--- src/rtl/irq_pkg.sv ---
package irq_pkg;
  localparam int NUM_SRC  = 18;
  localparam int SUB_EVT  = 4;
  localparam int NUM_GRP  = 6;
  localparam int LVL_W    = 2;
  localparam int NUM_LVL  = 1 << LVL_W;
  localparam int IDX_W    = $clog2(NUM_SRC);
  localparam int VEC_W    = IDX_W + 3;
  localparam int EN_REGS  = 3;
  localparam int PR_REGS  = 2;

  typedef struct packed {
    logic               ackFire;
    logic [EN_REGS-1:0] wrEn;
    logic [PR_REGS-1:0] wrPr;
  } irqStb_t;
endpackage

--- src/rtl/irq_arbiter.sv ---
module irq_arbiter
  import irq_pkg::*;
(
  input  logic [NUM_SRC-1:0]            cand,
  input  logic [NUM_SRC-1:0][LVL_W-1:0] srcLvl,
  output logic                          valid,
  output logic [IDX_W-1:0]              bestIdx,
  output logic [LVL_W-1:0]              bestLvl
);
  // ascending scan with strict compare: highest level, then lowest index
  always_comb begin
    valid   = 1'b0;
    bestIdx = '0;
    bestLvl = '0;
    for (int n = 0; n < NUM_SRC; n++) begin
      if (cand[n] && (!valid || srcLvl[n] > bestLvl)) begin
        valid   = 1'b1;
        bestIdx = IDX_W'(n);
        bestLvl = srcLvl[n];
      end
    end
  end
endmodule

--- src/rtl/irq_datapath.sv ---
module irq_datapath
  import irq_pkg::*;
#(
  parameter logic [NUM_SRC-1:0] LEVEL_MASK   = 18'h00007,
  parameter logic [NUM_SRC-1:0] AUTOCLR_MASK = 18'h07FF8
)(
  input  logic                       clk,
  input  logic                       rstN,
  input  logic [NUM_SRC*SUB_EVT-1:0] evtIn,
  input  logic [NUM_SRC*SUB_EVT-1:0] subMask,
  input  logic [NUM_SRC-1:0]         flagClr,
  input  logic [7:0]                 regWrData,
  input  irqStb_t                    stb,
  output logic [NUM_SRC-1:0]         flags,
  output logic                       reqValid,
  output logic [LVL_W-1:0]           bestLvl,
  output logic [VEC_W-1:0]           vecAddr
);
  localparam int EN_PER_REG  = 6;
  localparam int GRP_PER_REG = 4;

  logic [NUM_SRC-1:0]            srcEn;
  logic                          globalEn;
  logic [NUM_GRP-1:0][LVL_W-1:0] grpLvl;
  logic [NUM_SRC-1:0]            cand;
  logic [NUM_SRC-1:0][LVL_W-1:0] srcLvl;
  logic [IDX_W-1:0]              bestIdx;

  // configuration registers
  always_ff @(posedge clk) begin
    if (!rstN) begin
      srcEn    <= '0;
      globalEn <= 1'b0;
      grpLvl   <= '0;
    end else begin
      if (stb.wrEn[0]) globalEn <= regWrData[7];
      for (int n = 0; n < NUM_SRC; n++)
        if (stb.wrEn[n / EN_PER_REG]) srcEn[n] <= regWrData[n % EN_PER_REG];
      for (int g = 0; g < NUM_GRP; g++)
        if (stb.wrPr[g / GRP_PER_REG])
          grpLvl[g] <= regWrData[(g % GRP_PER_REG)*LVL_W +: LVL_W];
    end
  end

  // per-source flag cells
  for (genvar n = 0; n < NUM_SRC; n++) begin : g_src
    logic hit;
    logic fl;
    assign hit      = |(evtIn[n*SUB_EVT +: SUB_EVT] & subMask[n*SUB_EVT +: SUB_EVT]);
    assign flags[n] = fl;
    assign srcLvl[n] = grpLvl[n % NUM_GRP];

    if (LEVEL_MASK[n]) begin : g_level
      logic unusedClr;
      assign unusedClr = flagClr[n];
      always_ff @(posedge clk) begin
        if (!rstN) fl <= 1'b0;
        else       fl <= hit;
      end
    end else begin : g_edge
      logic prevHit;
      logic clrNow;
      assign clrNow = flagClr[n] |
                      (AUTOCLR_MASK[n] && stb.ackFire && bestIdx == IDX_W'(n));
      always_ff @(posedge clk) begin
        if (!rstN) begin
          prevHit <= 1'b0;
          fl      <= 1'b0;
        end else begin
          prevHit <= hit;
          fl      <= (hit & ~prevHit) | (fl & ~clrNow);
        end
      end
    end
  end

  assign cand = flags & srcEn & {NUM_SRC{globalEn}};

  irq_arbiter u_arb (
    .cand    (cand),
    .srcLvl  (srcLvl),
    .valid   (reqValid),
    .bestIdx (bestIdx),
    .bestLvl (bestLvl)
  );

  assign vecAddr = {bestIdx, 3'b011};
endmodule

--- src/rtl/irq_ctl.sv ---
module irq_ctl
  import irq_pkg::*;
(
  input  logic               clk,
  input  logic               rstN,
  input  logic               regWrEn,
  input  logic [2:0]         regAddr,
  input  logic               ackStb,
  input  logic               retStb,
  input  logic               reqValid,
  input  logic [LVL_W-1:0]   bestLvl,
  output irqStb_t            stb,
  output logic               irqReq,
  output logic [NUM_LVL-1:0] inService
);
  logic               busy;
  logic [LVL_W-1:0]   curLvl;
  logic [NUM_LVL-1:0] popVec;
  logic [NUM_LVL-1:0] pushVec;

  always_comb begin
    curLvl = '0;
    for (int l = 0; l < NUM_LVL; l++)
      if (inService[l]) curLvl = LVL_W'(l);
  end

  assign busy   = |inService;
  assign irqReq = reqValid && (!busy || bestLvl > curLvl);

  always_comb begin
    stb.ackFire = ackStb && irqReq;
    for (int i = 0; i < EN_REGS; i++)
      stb.wrEn[i] = regWrEn && (regAddr == 3'(i));
    for (int j = 0; j < PR_REGS; j++)
      stb.wrPr[j] = regWrEn && (regAddr == 3'(EN_REGS + j));
  end

  assign popVec  = (retStb && busy) ? (NUM_LVL'(1) << curLvl) : '0;
  assign pushVec = stb.ackFire ? (NUM_LVL'(1) << bestLvl) : '0;

  always_ff @(posedge clk) begin
    if (!rstN) inService <= '0;
    else       inService <= (inService & ~popVec) | pushVec;
  end
endmodule

--- src/rtl/irq_prio_ctrl.sv ---
module irq_prio_ctrl
  import irq_pkg::*;
#(
  parameter logic [NUM_SRC-1:0] LEVEL_MASK   = 18'h00007,
  parameter logic [NUM_SRC-1:0] AUTOCLR_MASK = 18'h07FF8
)(
  input  logic                       clk,
  input  logic                       rstN,
  input  logic [NUM_SRC*SUB_EVT-1:0] evtIn,
  input  logic [NUM_SRC*SUB_EVT-1:0] subMask,
  input  logic [NUM_SRC-1:0]         flagClr,
  input  logic                       regWrEn,
  input  logic [2:0]                 regAddr,
  input  logic [7:0]                 regWrData,
  input  logic                       ackStb,
  input  logic                       retStb,
  output logic                       irqReq,
  output logic [VEC_W-1:0]           vecAddr,
  output logic [NUM_SRC-1:0]         flags
);
  irqStb_t            stb;
  logic               reqValid;
  logic [LVL_W-1:0]   bestLvl;
  logic [NUM_LVL-1:0] inService;

  irq_ctl u_ctl (
    .clk       (clk),
    .rstN      (rstN),
    .regWrEn   (regWrEn),
    .regAddr   (regAddr),
    .ackStb    (ackStb),
    .retStb    (retStb),
    .reqValid  (reqValid),
    .bestLvl   (bestLvl),
    .stb       (stb),
    .irqReq    (irqReq),
    .inService (inService)
  );

  irq_datapath #(
    .LEVEL_MASK   (LEVEL_MASK),
    .AUTOCLR_MASK (AUTOCLR_MASK)
  ) u_dp (
    .clk       (clk),
    .rstN      (rstN),
    .evtIn     (evtIn),
    .subMask   (subMask),
    .flagClr   (flagClr),
    .regWrData (regWrData),
    .stb       (stb),
    .flags     (flags),
    .reqValid  (reqValid),
    .bestLvl   (bestLvl),
    .vecAddr   (vecAddr)
  );
endmodule

--- config.mk ---
export PLATFORM = sky130hd
export DESIGN_NAME = irq_prio_ctrl
export DESIGN_NICKNAME = d
export VERILOG_FILES = /design/src/rtl/irq_pkg.sv /design/src/rtl/irq_arbiter.sv /design/src/rtl/irq_datapath.sv /design/src/rtl/irq_ctl.sv /design/src/rtl/irq_prio_ctrl.sv
export SDC_FILE = /design/constraint.sdc
export NUM_CORES = 1
export LEC_CHECK = 0
export ABC_AREA = 0
export CAP_MARGIN = 15
export CORE_MARGIN = 2
export CORE_UTILIZATION = 48
export DETAILED_ROUTE_END_ITERATION = 16
export PLACE_DENSITY = 0.88
export SLEW_MARGIN = 20
export SYNTH_ARGS = -nofsm -noshare
export SYNTH_HDL_FRONTEND = slang
export SYNTH_HIERARCHICAL = 1
export SYNTH_SLANG_ARGS = --single-unit
--- constraint.sdc ---
create_clock -name clk -period 54.3 [get_ports clk]
set_input_delay 10.86 -clock clk [delete_from_list [all_inputs] [get_ports clk]]
set_output_delay 10.86 -clock clk [all_outputs]
set_load 0.1 [all_outputs]
==> flow_results.xml, run 1 <==
<?xml version="1.0" encoding="UTF-8"?>
<metrics>
  <group name="run_status">
    <metric name="run_status" unit="">completed</metric>
  </group>
  <group name="die">
    <metric name="floorplan.die_area" unit="um^2">11500</metric>
    <metric name="floorplan.io_pins" unit="">205</metric>
    <metric name="die_w" unit="um">107</metric>
    <metric name="initial_core_util" unit="%">49.6</metric>
    <metric name="core_area" unit="um^2">10300</metric>
    <metric name="floorplan.die.height" unit="um">107</metric>
    <metric name="floorplan.rows" unit="">37</metric>
  </group>
  <group name="worst_setup_path">
    <metric name="crit_path_frequent_cell" unit="">ha_1</metric>
    <metric name="crit_arrival" unit="ps">27010</metric>
    <metric name="worstSetupPathType" unit="">reg -&gt; out</metric>
    <metric name="worst-r2r-setup-slack" unit="ps">27820</metric>
    <metric name="cp.required" unit="ps">43440</metric>
    <metric name="timing.critical_path.to_type" unit="">output pin</metric>
    <metric name="crit_path_max_incr_delay" unit="ps">1260</metric>
    <metric name="path_max_fanout" unit="">19</metric>
    <metric name="critPathSlowestCell" unit="">clkdlybuf4s50_1</metric>
    <metric name="startpoint_type" unit="">flop</metric>
  </group>
  <group name="route">
    <metric name="wire_per_inst" unit="um">18.9</metric>
    <metric name="drc_errors" unit="">0</metric>
    <metric name="drt-initial-drc-count" unit="">416</metric>
    <metric name="total_length_of_routed_wires" unit="mm">17.2</metric>
    <metric name="drt.antenna.violating_nets" unit="">0</metric>
    <metric name="detail_route.vias_per_cell" unit="">5.87</metric>
    <metric name="route.vias.total" unit="">5352</metric>
    <metric name="drt_pre_antenna_iters" unit="">6</metric>
  </group>
  <group name="global_route">
    <metric name="pin_count_of_the_biggest_net_entering_global_routing" unit="">62</metric>
    <metric name="grt.overflow.total" unit="">0</metric>
    <metric name="grt.total_usage" unit="%">29.8</metric>
    <metric name="grt_pass1_wl" unit="mm">27.0</metric>
    <metric name="grt_antenna_before_repair" unit="">0</metric>
    <metric name="number_of_global_route_vias_before_repair" unit="">5512</metric>
  </group>
  <group name="clock_tree">
    <metric name="cts_tree" unit="">yes</metric>
    <metric name="clockBufferDepth" unit="">2</metric>
    <metric name="clk_root_buffer_cell" unit="">clkbuf_8</metric>
    <metric name="path_clk_slew" unit="ps">80</metric>
    <metric name="cts_max_level" unit="">3</metric>
    <metric name="postCtsHoldBufs" unit="">0</metric>
    <metric name="cts.sink_count" unit="">68</metric>
    <metric name="post_cts_setup_buffers" unit="">0</metric>
    <metric name="worstSkewPairLatency" unit="ps">350</metric>
    <metric name="post_cts_resized" unit="">0</metric>
    <metric name="cts_buffers" unit="">9</metric>
  </group>
  <group name="final_layout">
    <metric name="leading_cell_types_in_the_layout_fill_and_taps_excluded" unit="">clkdlybuf4s50_1 (198), nor2_1 (84), dfxtp_1 (68)</metric>
    <metric name="antennaDiodeCount" unit="">0</metric>
    <metric name="nets" unit="">975</metric>
    <metric name="final_common_cell" unit="">clkdlybuf4s50_1</metric>
    <metric name="drive_gt1_share" unit="%">9.54</metric>
    <metric name="stdcell_count" unit="">912</metric>
    <metric name="utilization" unit="%">69.9</metric>
    <metric name="signed_area_change_from_the_synthesized_netlist_to_the_final_layout" unit="%">41.0</metric>
  </group>
  <group name="synth">
    <metric name="synth_cell_types" unit="">78</metric>
    <metric name="synthTopCellsByArea" unit="">dfxtp_1 (27%), mux2i_1 (6.5%), ha_1 (6.4%)</metric>
    <metric name="synthesized_area_per_cell" unit="um^2">8.55</metric>
    <metric name="ys.warnings.count" unit="">6</metric>
    <metric name="ff_latch_count_synth" unit="">68</metric>
    <metric name="synth.top_cell.area_share" unit="%">26.6</metric>
    <metric name="ys.flop_type" unit="">dfxtp_1</metric>
    <metric name="synth_edf_count" unit="">0</metric>
    <metric name="synth_area" unit="um^2">5120</metric>
    <metric name="yosysSeqAreaShare" unit="%">26.6</metric>
    <metric name="post-synth-top-area-cell" unit="">dfxtp_1</metric>
    <metric name="postSynth.asyncResetShare" unit="%">0</metric>
    <metric name="synthesis.instances" unit="">599</metric>
  </group>
  <group name="sta">
    <metric name="timing_worst_slew_pin_value" unit="ps">1010</metric>
    <metric name="setup_ws" unit="ps">16430</metric>
    <metric name="setup_repair_after_global_routing_missed_its_margin" unit="">false</metric>
    <metric name="worst_clock_skew" unit="ps">9.13</metric>
    <metric name="finalSetupViolations" unit="">0</metric>
    <metric name="max_clock_freq" unit="MHz">26.4</metric>
    <metric name="min_period" unit="ps">37870</metric>
    <metric name="timing.final.max_slew_violations" unit="">0</metric>
    <metric name="setup_total_negative_slack" unit="ps">0</metric>
    <metric name="final_hold_viol_count" unit="">0</metric>
    <metric name="finalCritPeriodShare" unit="%">69.7</metric>
    <metric name="slew_headroom" unit="%">32.7</metric>
  </group>
  <group name="pwr">
    <metric name="share_of_total_power_in_the_clock_network" unit="%">31.6</metric>
    <metric name="p_comb_share" unit="%">27.4</metric>
    <metric name="power.switching_fraction" unit="%">31.5</metric>
    <metric name="intPower" unit="uW">91.8</metric>
    <metric name="switching_power" unit="uW">42.3</metric>
    <metric name="p_leak" unit="uW">0.00281</metric>
    <metric name="sequentialPowerShare" unit="%">41.1</metric>
    <metric name="power_density" unit="nW/um^2">18.6</metric>
    <metric name="vdd_ir_drop_max" unit="mV">0.0164</metric>
  </group>
  <group name="flow_run">
    <metric name="maxCapViolCount" unit="">0</metric>
  </group>
  <group name="place">
    <metric name="post-place-cells" unit="">896</metric>
    <metric name="port_buffers" unit="">198</metric>
    <metric name="gpl.final_weighted_congestion" unit="">0.932</metric>
    <metric name="pre_cts_ws" unit="ps">17680</metric>
    <metric name="post-dp-hpwl" unit="mm">14.0</metric>
  </group>
  <group name="hold_path">
    <metric name="min-delay-path-class" unit="">reg -&gt; reg</metric>
  </group>
</metrics>
==> power by group through the flow <==
stage	registers (uW)	logic [uW]	clock network, uW
6_report	55.1	36.7	42.3
3_5_place_dp	56.1	36.6	0
4_1_cts	55.0	36.7	42.4
2_1_floorplan	55.1	21.3	0
3_3_place_gp	56.0	35.9	0
5_1_grt	55.3	38.4	44.6
==> final cells by class <==
type                    count  area, um^2
flip-flops and latches     68        1360
clock buffers               9         124
multi-input cells         460        3370
fillers                   786        3110
well taps                 136         170
repair buffers            200        2000
inverters                  32         123
clock inverters             7        75.1
==> state kept, by name, indices dropped and copies added, names as in the netlist <==
register,flops
u_dp/g_src.g_edge.prevHit,15
u_dp/srcEn,18
u_dp/grpLvl,12
u_ctl/inService,4
u_dp/globalEn,1
u_dp/g_src.fl,18
==> synthesized netlist by cell type (all sizes together) (3+ instances only) <==
cell type and instances:
ha 26, a21oi 31, and3 20, nor2b 9, nand2b 5, o22ai 3, nor4 5, buf 34
a22oi 13, clkbuf 6, o211ai 9, a41oi 3, o31ai 4, and2 5, mux2i 33, a22o 13
a211oi 8, nor2 85, a21o 4, a21boi 4, mux2 6, dfxtp 68, nand3b 15, o32ai 12
o21ai 20, nand2 40, inv 32, nand3 13, o2111ai 3, a31oi 5, a221oi 13, nor3 11
o21a 7
==> path summary, 6_finish.rpt <==
| path | start | to | depth (start not counted) |
|---|---|---|---|
| max | u_dp/globalEn$_SDFFE_PN0P_ | vecAddr[5] | 110 |
| min | u_dp/g_src[14].g_edge.prevHit$_SDFF_PN0_ | u_dp/g_src[14].fl$_SDFF_PN0_ | 1 |
| max reg2reg | u_dp/globalEn$_SDFFE_PN0P_ | u_dp/g_src[5].fl$_SDFF_PN0_ | 117 |
| min reg2reg | u_dp/g_src[14].g_edge.prevHit$_SDFF_PN0_ | u_dp/g_src[14].fl$_SDFF_PN0_ | 1 |
==> logic make-up after synthesis <==
kind of cell	count (synthesis)	synth area share (%)
simple gates	220	22.4
compound gates	170	28.5
buf+inv	72	7.85
flops	68	26.6
mux	39	7.77
fa+ha+maj	28	6.75
other cells	2	0.147
==> through the flow <==
step	power, uW	hold WS, ps	area, um^2
finish	134	462	7220
global route	138	469	7220
CTS	134	459	7220
detailed placement	92.7	448	7020
global placement	91.9	423	7020
floorplan	76.4	415	5120
==> critical path: cells and delay by family, from the launching register on <==
family	cells	cell delay, ps
AOI/OAI and AO/OA	50	12550
DFF	1	640
muxes	4	1430
and+or+nand+nor	31	4640
adders and majority gates	19	5540
buffers and inverters	6	1860
==> metal layers <==
layer / vias to the layer above / wire (um) / track usage, %
li1: 2562 / - / -
met1: 2530 / 6550 / 33.8
met2: 229 / 9060 / 55.2
met3: 31 / 1280 / 6.90
met4: 0 / 332 / 8.63
met5: - / 0 / 0
(Power assumes the default switching activity.)
==> run 2: changes to the inputs <==
- CORE_UTILIZATION: 48 -> 45
- PLACE_DENSITY: 0.88 -> 0.83
- clock period: 54.3 -> 37.3 ns (I/O delays scaled with it)
==> run 2 against run 1 <==
Worst hold slack lost 14 ps. Worst setup slack lost 13000 ps. Register-to-register slack lost 17000 ps.
==> flow_results.xml, run 2 (synthesized netlist as in run 1, its figures left out) <==
<?xml version="1.0" encoding="UTF-8"?>
<metrics>
  <group name="run_status">
    <metric name="run_status" unit="">completed</metric>
  </group>
  <group name="clock_tree">
    <metric name="cts_max_level" unit="">3</metric>
    <metric name="cts_tree" unit="">yes</metric>
    <metric name="path_clk_slew" unit="ps">50</metric>
    <metric name="clk_root_buffer_cell" unit="">clkbuf_16</metric>
    <metric name="worstSkewPairLatency" unit="ps">330</metric>
    <metric name="clockBufferDepth" unit="">2</metric>
    <metric name="cts_buffers" unit="">9</metric>
    <metric name="postCtsHoldBufs" unit="">0</metric>
    <metric name="post_cts_setup_buffers" unit="">0</metric>
    <metric name="post_cts_resized" unit="">0</metric>
    <metric name="cts.sink_count" unit="">68</metric>
  </group>
  <group name="worst_setup_path">
    <metric name="crit_arrival" unit="ps">26680</metric>
    <metric name="startpoint_type" unit="">flop</metric>
    <metric name="crit_path_max_incr_delay" unit="ps">1160</metric>
    <metric name="worstSetupPathType" unit="">reg -&gt; out</metric>
    <metric name="crit_path_frequent_cell" unit="">ha_1</metric>
    <metric name="path_max_fanout" unit="">19</metric>
    <metric name="critPathSlowestCell" unit="">clkdlybuf4s50_1</metric>
    <metric name="timing.critical_path.to_type" unit="">output pin</metric>
    <metric name="cp.required" unit="ps">29840</metric>
  </group>
  <group name="place">
    <metric name="post-place-cells" unit="">900</metric>
    <metric name="port_buffers" unit="">198</metric>
    <metric name="gpl.final_weighted_congestion" unit="">0.944</metric>
    <metric name="pre_cts_ws" unit="ps">4090</metric>
    <metric name="post-dp-hpwl" unit="mm">13.4</metric>
  </group>
  <group name="die">
    <metric name="floorplan.die.height" unit="um">111</metric>
    <metric name="floorplan.io_pins" unit="">205</metric>
    <metric name="initial_core_util" unit="%">46.6</metric>
    <metric name="floorplan.die_area" unit="um^2">12200</metric>
    <metric name="floorplan.rows" unit="">38</metric>
    <metric name="core_area" unit="um^2">11000</metric>
    <metric name="die_w" unit="um">111</metric>
  </group>
  <group name="final_layout">
    <metric name="leading_cell_types_in_the_layout_fill_and_taps_excluded" unit="">clkdlybuf4s50_1 (198), nor2_1 (84), dfxtp_1 (68)</metric>
    <metric name="drive_gt1_share" unit="%">9.28</metric>
    <metric name="final_common_cell" unit="">clkdlybuf4s50_1</metric>
    <metric name="stdcell_count" unit="">916</metric>
    <metric name="nets" unit="">975</metric>
    <metric name="signed_area_change_from_the_synthesized_netlist_to_the_final_layout" unit="%">43.6</metric>
    <metric name="biggestRegsByFlops" unit="">u_dp/g_src.fl (18), u_dp/srcEn (18), u_dp/g_src.g_edge.prevHit (15)</metric>
    <metric name="antennaDiodeCount" unit="">0</metric>
  </group>
  <group name="pwr">
    <metric name="power_density" unit="nW/um^2">30.7</metric>
    <metric name="p_leak" unit="uW">0.00287</metric>
    <metric name="design_power_total" unit="uW">226</metric>
    <metric name="vdd_ir_drop_max" unit="mV">0.0259</metric>
  </group>
  <group name="route">
    <metric name="route.vias.total" unit="">5311</metric>
    <metric name="detail_route.vias_per_cell" unit="">5.80</metric>
    <metric name="drt_pre_antenna_iters" unit="">5</metric>
    <metric name="drt-initial-drc-count" unit="">299</metric>
    <metric name="drt.antenna.violating_nets" unit="">0</metric>
    <metric name="wire_per_inst" unit="um">17.9</metric>
    <metric name="total_length_of_routed_wires" unit="mm">16.4</metric>
    <metric name="drc_errors" unit="">0</metric>
  </group>
  <group name="sta">
    <metric name="setup_repair_after_global_routing_missed_its_margin" unit="">false</metric>
    <metric name="setup_total_negative_slack" unit="ps">0</metric>
    <metric name="max_clock_freq" unit="MHz">29.3</metric>
    <metric name="final_hold_viol_count" unit="">0</metric>
    <metric name="min_period" unit="ps">34140</metric>
    <metric name="finalCritPeriodShare" unit="%">91.5</metric>
    <metric name="timing_worst_slew_pin_value" unit="ps">1030</metric>
    <metric name="slew_headroom" unit="%">31.1</metric>
    <metric name="setup_ws" unit="ps">3160</metric>
    <metric name="finalSetupViolations" unit="">0</metric>
    <metric name="timing.final.max_slew_violations" unit="">0</metric>
    <metric name="worst_clock_skew" unit="ps">5.19</metric>
  </group>
  <group name="global_route">
    <metric name="grt_antenna_before_repair" unit="">0</metric>
    <metric name="grt.overflow.total" unit="">0</metric>
    <metric name="grt.total_usage" unit="%">25.9</metric>
    <metric name="number_of_global_route_vias_before_repair" unit="">5280</metric>
    <metric name="grt_pass1_wl" unit="mm">25.9</metric>
    <metric name="pin_count_of_the_biggest_net_entering_global_routing" unit="">62</metric>
  </group>
  <group name="hold_path">
    <metric name="min-delay-path-class" unit="">reg -&gt; reg</metric>
  </group>
  <group name="flow_run">
    <metric name="maxCapViolCount" unit="">0</metric>
  </group>
</metrics>
-- run 2: cell count changes in the layout (fill, tap and decap cells not counted), sizes merged --
| cell | before | now |
|---|---|---|
| bufinv | 1 | 2 |
| clkbuf | 9 | 13 |
| clkinv | 4 | 1 |
| inv | 34 | 32 |
-- run 2: final cells by class --
class	instances	area [um^2]
flip-flops and latches	68	1360
clock buffers	13	260
inverters	32	123
fillers	859	3630
well taps	140	175
repair buffers	200	2000
clock inverters	3	68.8
multi-input cells	460	3370
-- run 2: metal layers --
layer | vias to the layer above | global-route usage, % | share of wire [%]
met5 | - | 0 | 0
met4 | 0 | 8.67 | 1.9
met3 | 23 | 5.80 | 6.6
met2 | 195 | 48.1 | 52
met1 | 2532 | 29.2 | 39
li1 | 2561 | - | -
-- run 2: power by group --
group / switching [uW] / leakage (uW) / internal, uW
combinational: 27.7 / 0.00215 / 25.6
sequential: 3.41 / 0.000559 / 76.8
clock: 30.0 / 0.000160 / 62.3
total: 61.1 / 0.00287 / 165
-- run 2: path summary, 6_finish.rpt --
| check | startpoint | to | slack (ps) | depth (start not counted) |
|---|---|---|---|---|
| hold / removal | u_dp/g_src[14].g_edge.prevHit$_SDFF_PN0_ | u_dp/g_src[14].fl$_SDFF_PN0_ | 450 | 1 |
| setup / recovery | u_dp/globalEn$_SDFFE_PN0P_ | irqReq | 3160 | 114 |
| hold reg to reg | u_dp/g_src[14].g_edge.prevHit$_SDFF_PN0_ | u_dp/g_src[14].fl$_SDFF_PN0_ | 450 | 1 |
| setup reg to reg | u_dp/globalEn$_SDFFE_PN0P_ | u_dp/g_src[6].fl$_SDFF_PN0_ | 11170 | 117 |
-- run 2: stage by stage --
stage	util (%)	hold slack (ps)	instance area, um^2
4_1_cts	66.9	446	7350
3_3_place_gp	63.9	422	7020
2_1_floorplan	-	415	5120
5_1_grt	66.9	450	7350
3_5_place_dp	63.9	441	7020
6_report	66.9	448	7350
-- run 2: critical path: cells and delay by family, from the launching register on --
family / cells / cell delay (ps)
AOI/OAI and AO/OA: 52 / 12330
adders and majority gates: 20 / 5700
and+or+nand+nor: 31 / 4280
buffers and inverters: 7 / 1850
muxes: 4 / 1500
DFF: 1 / 640
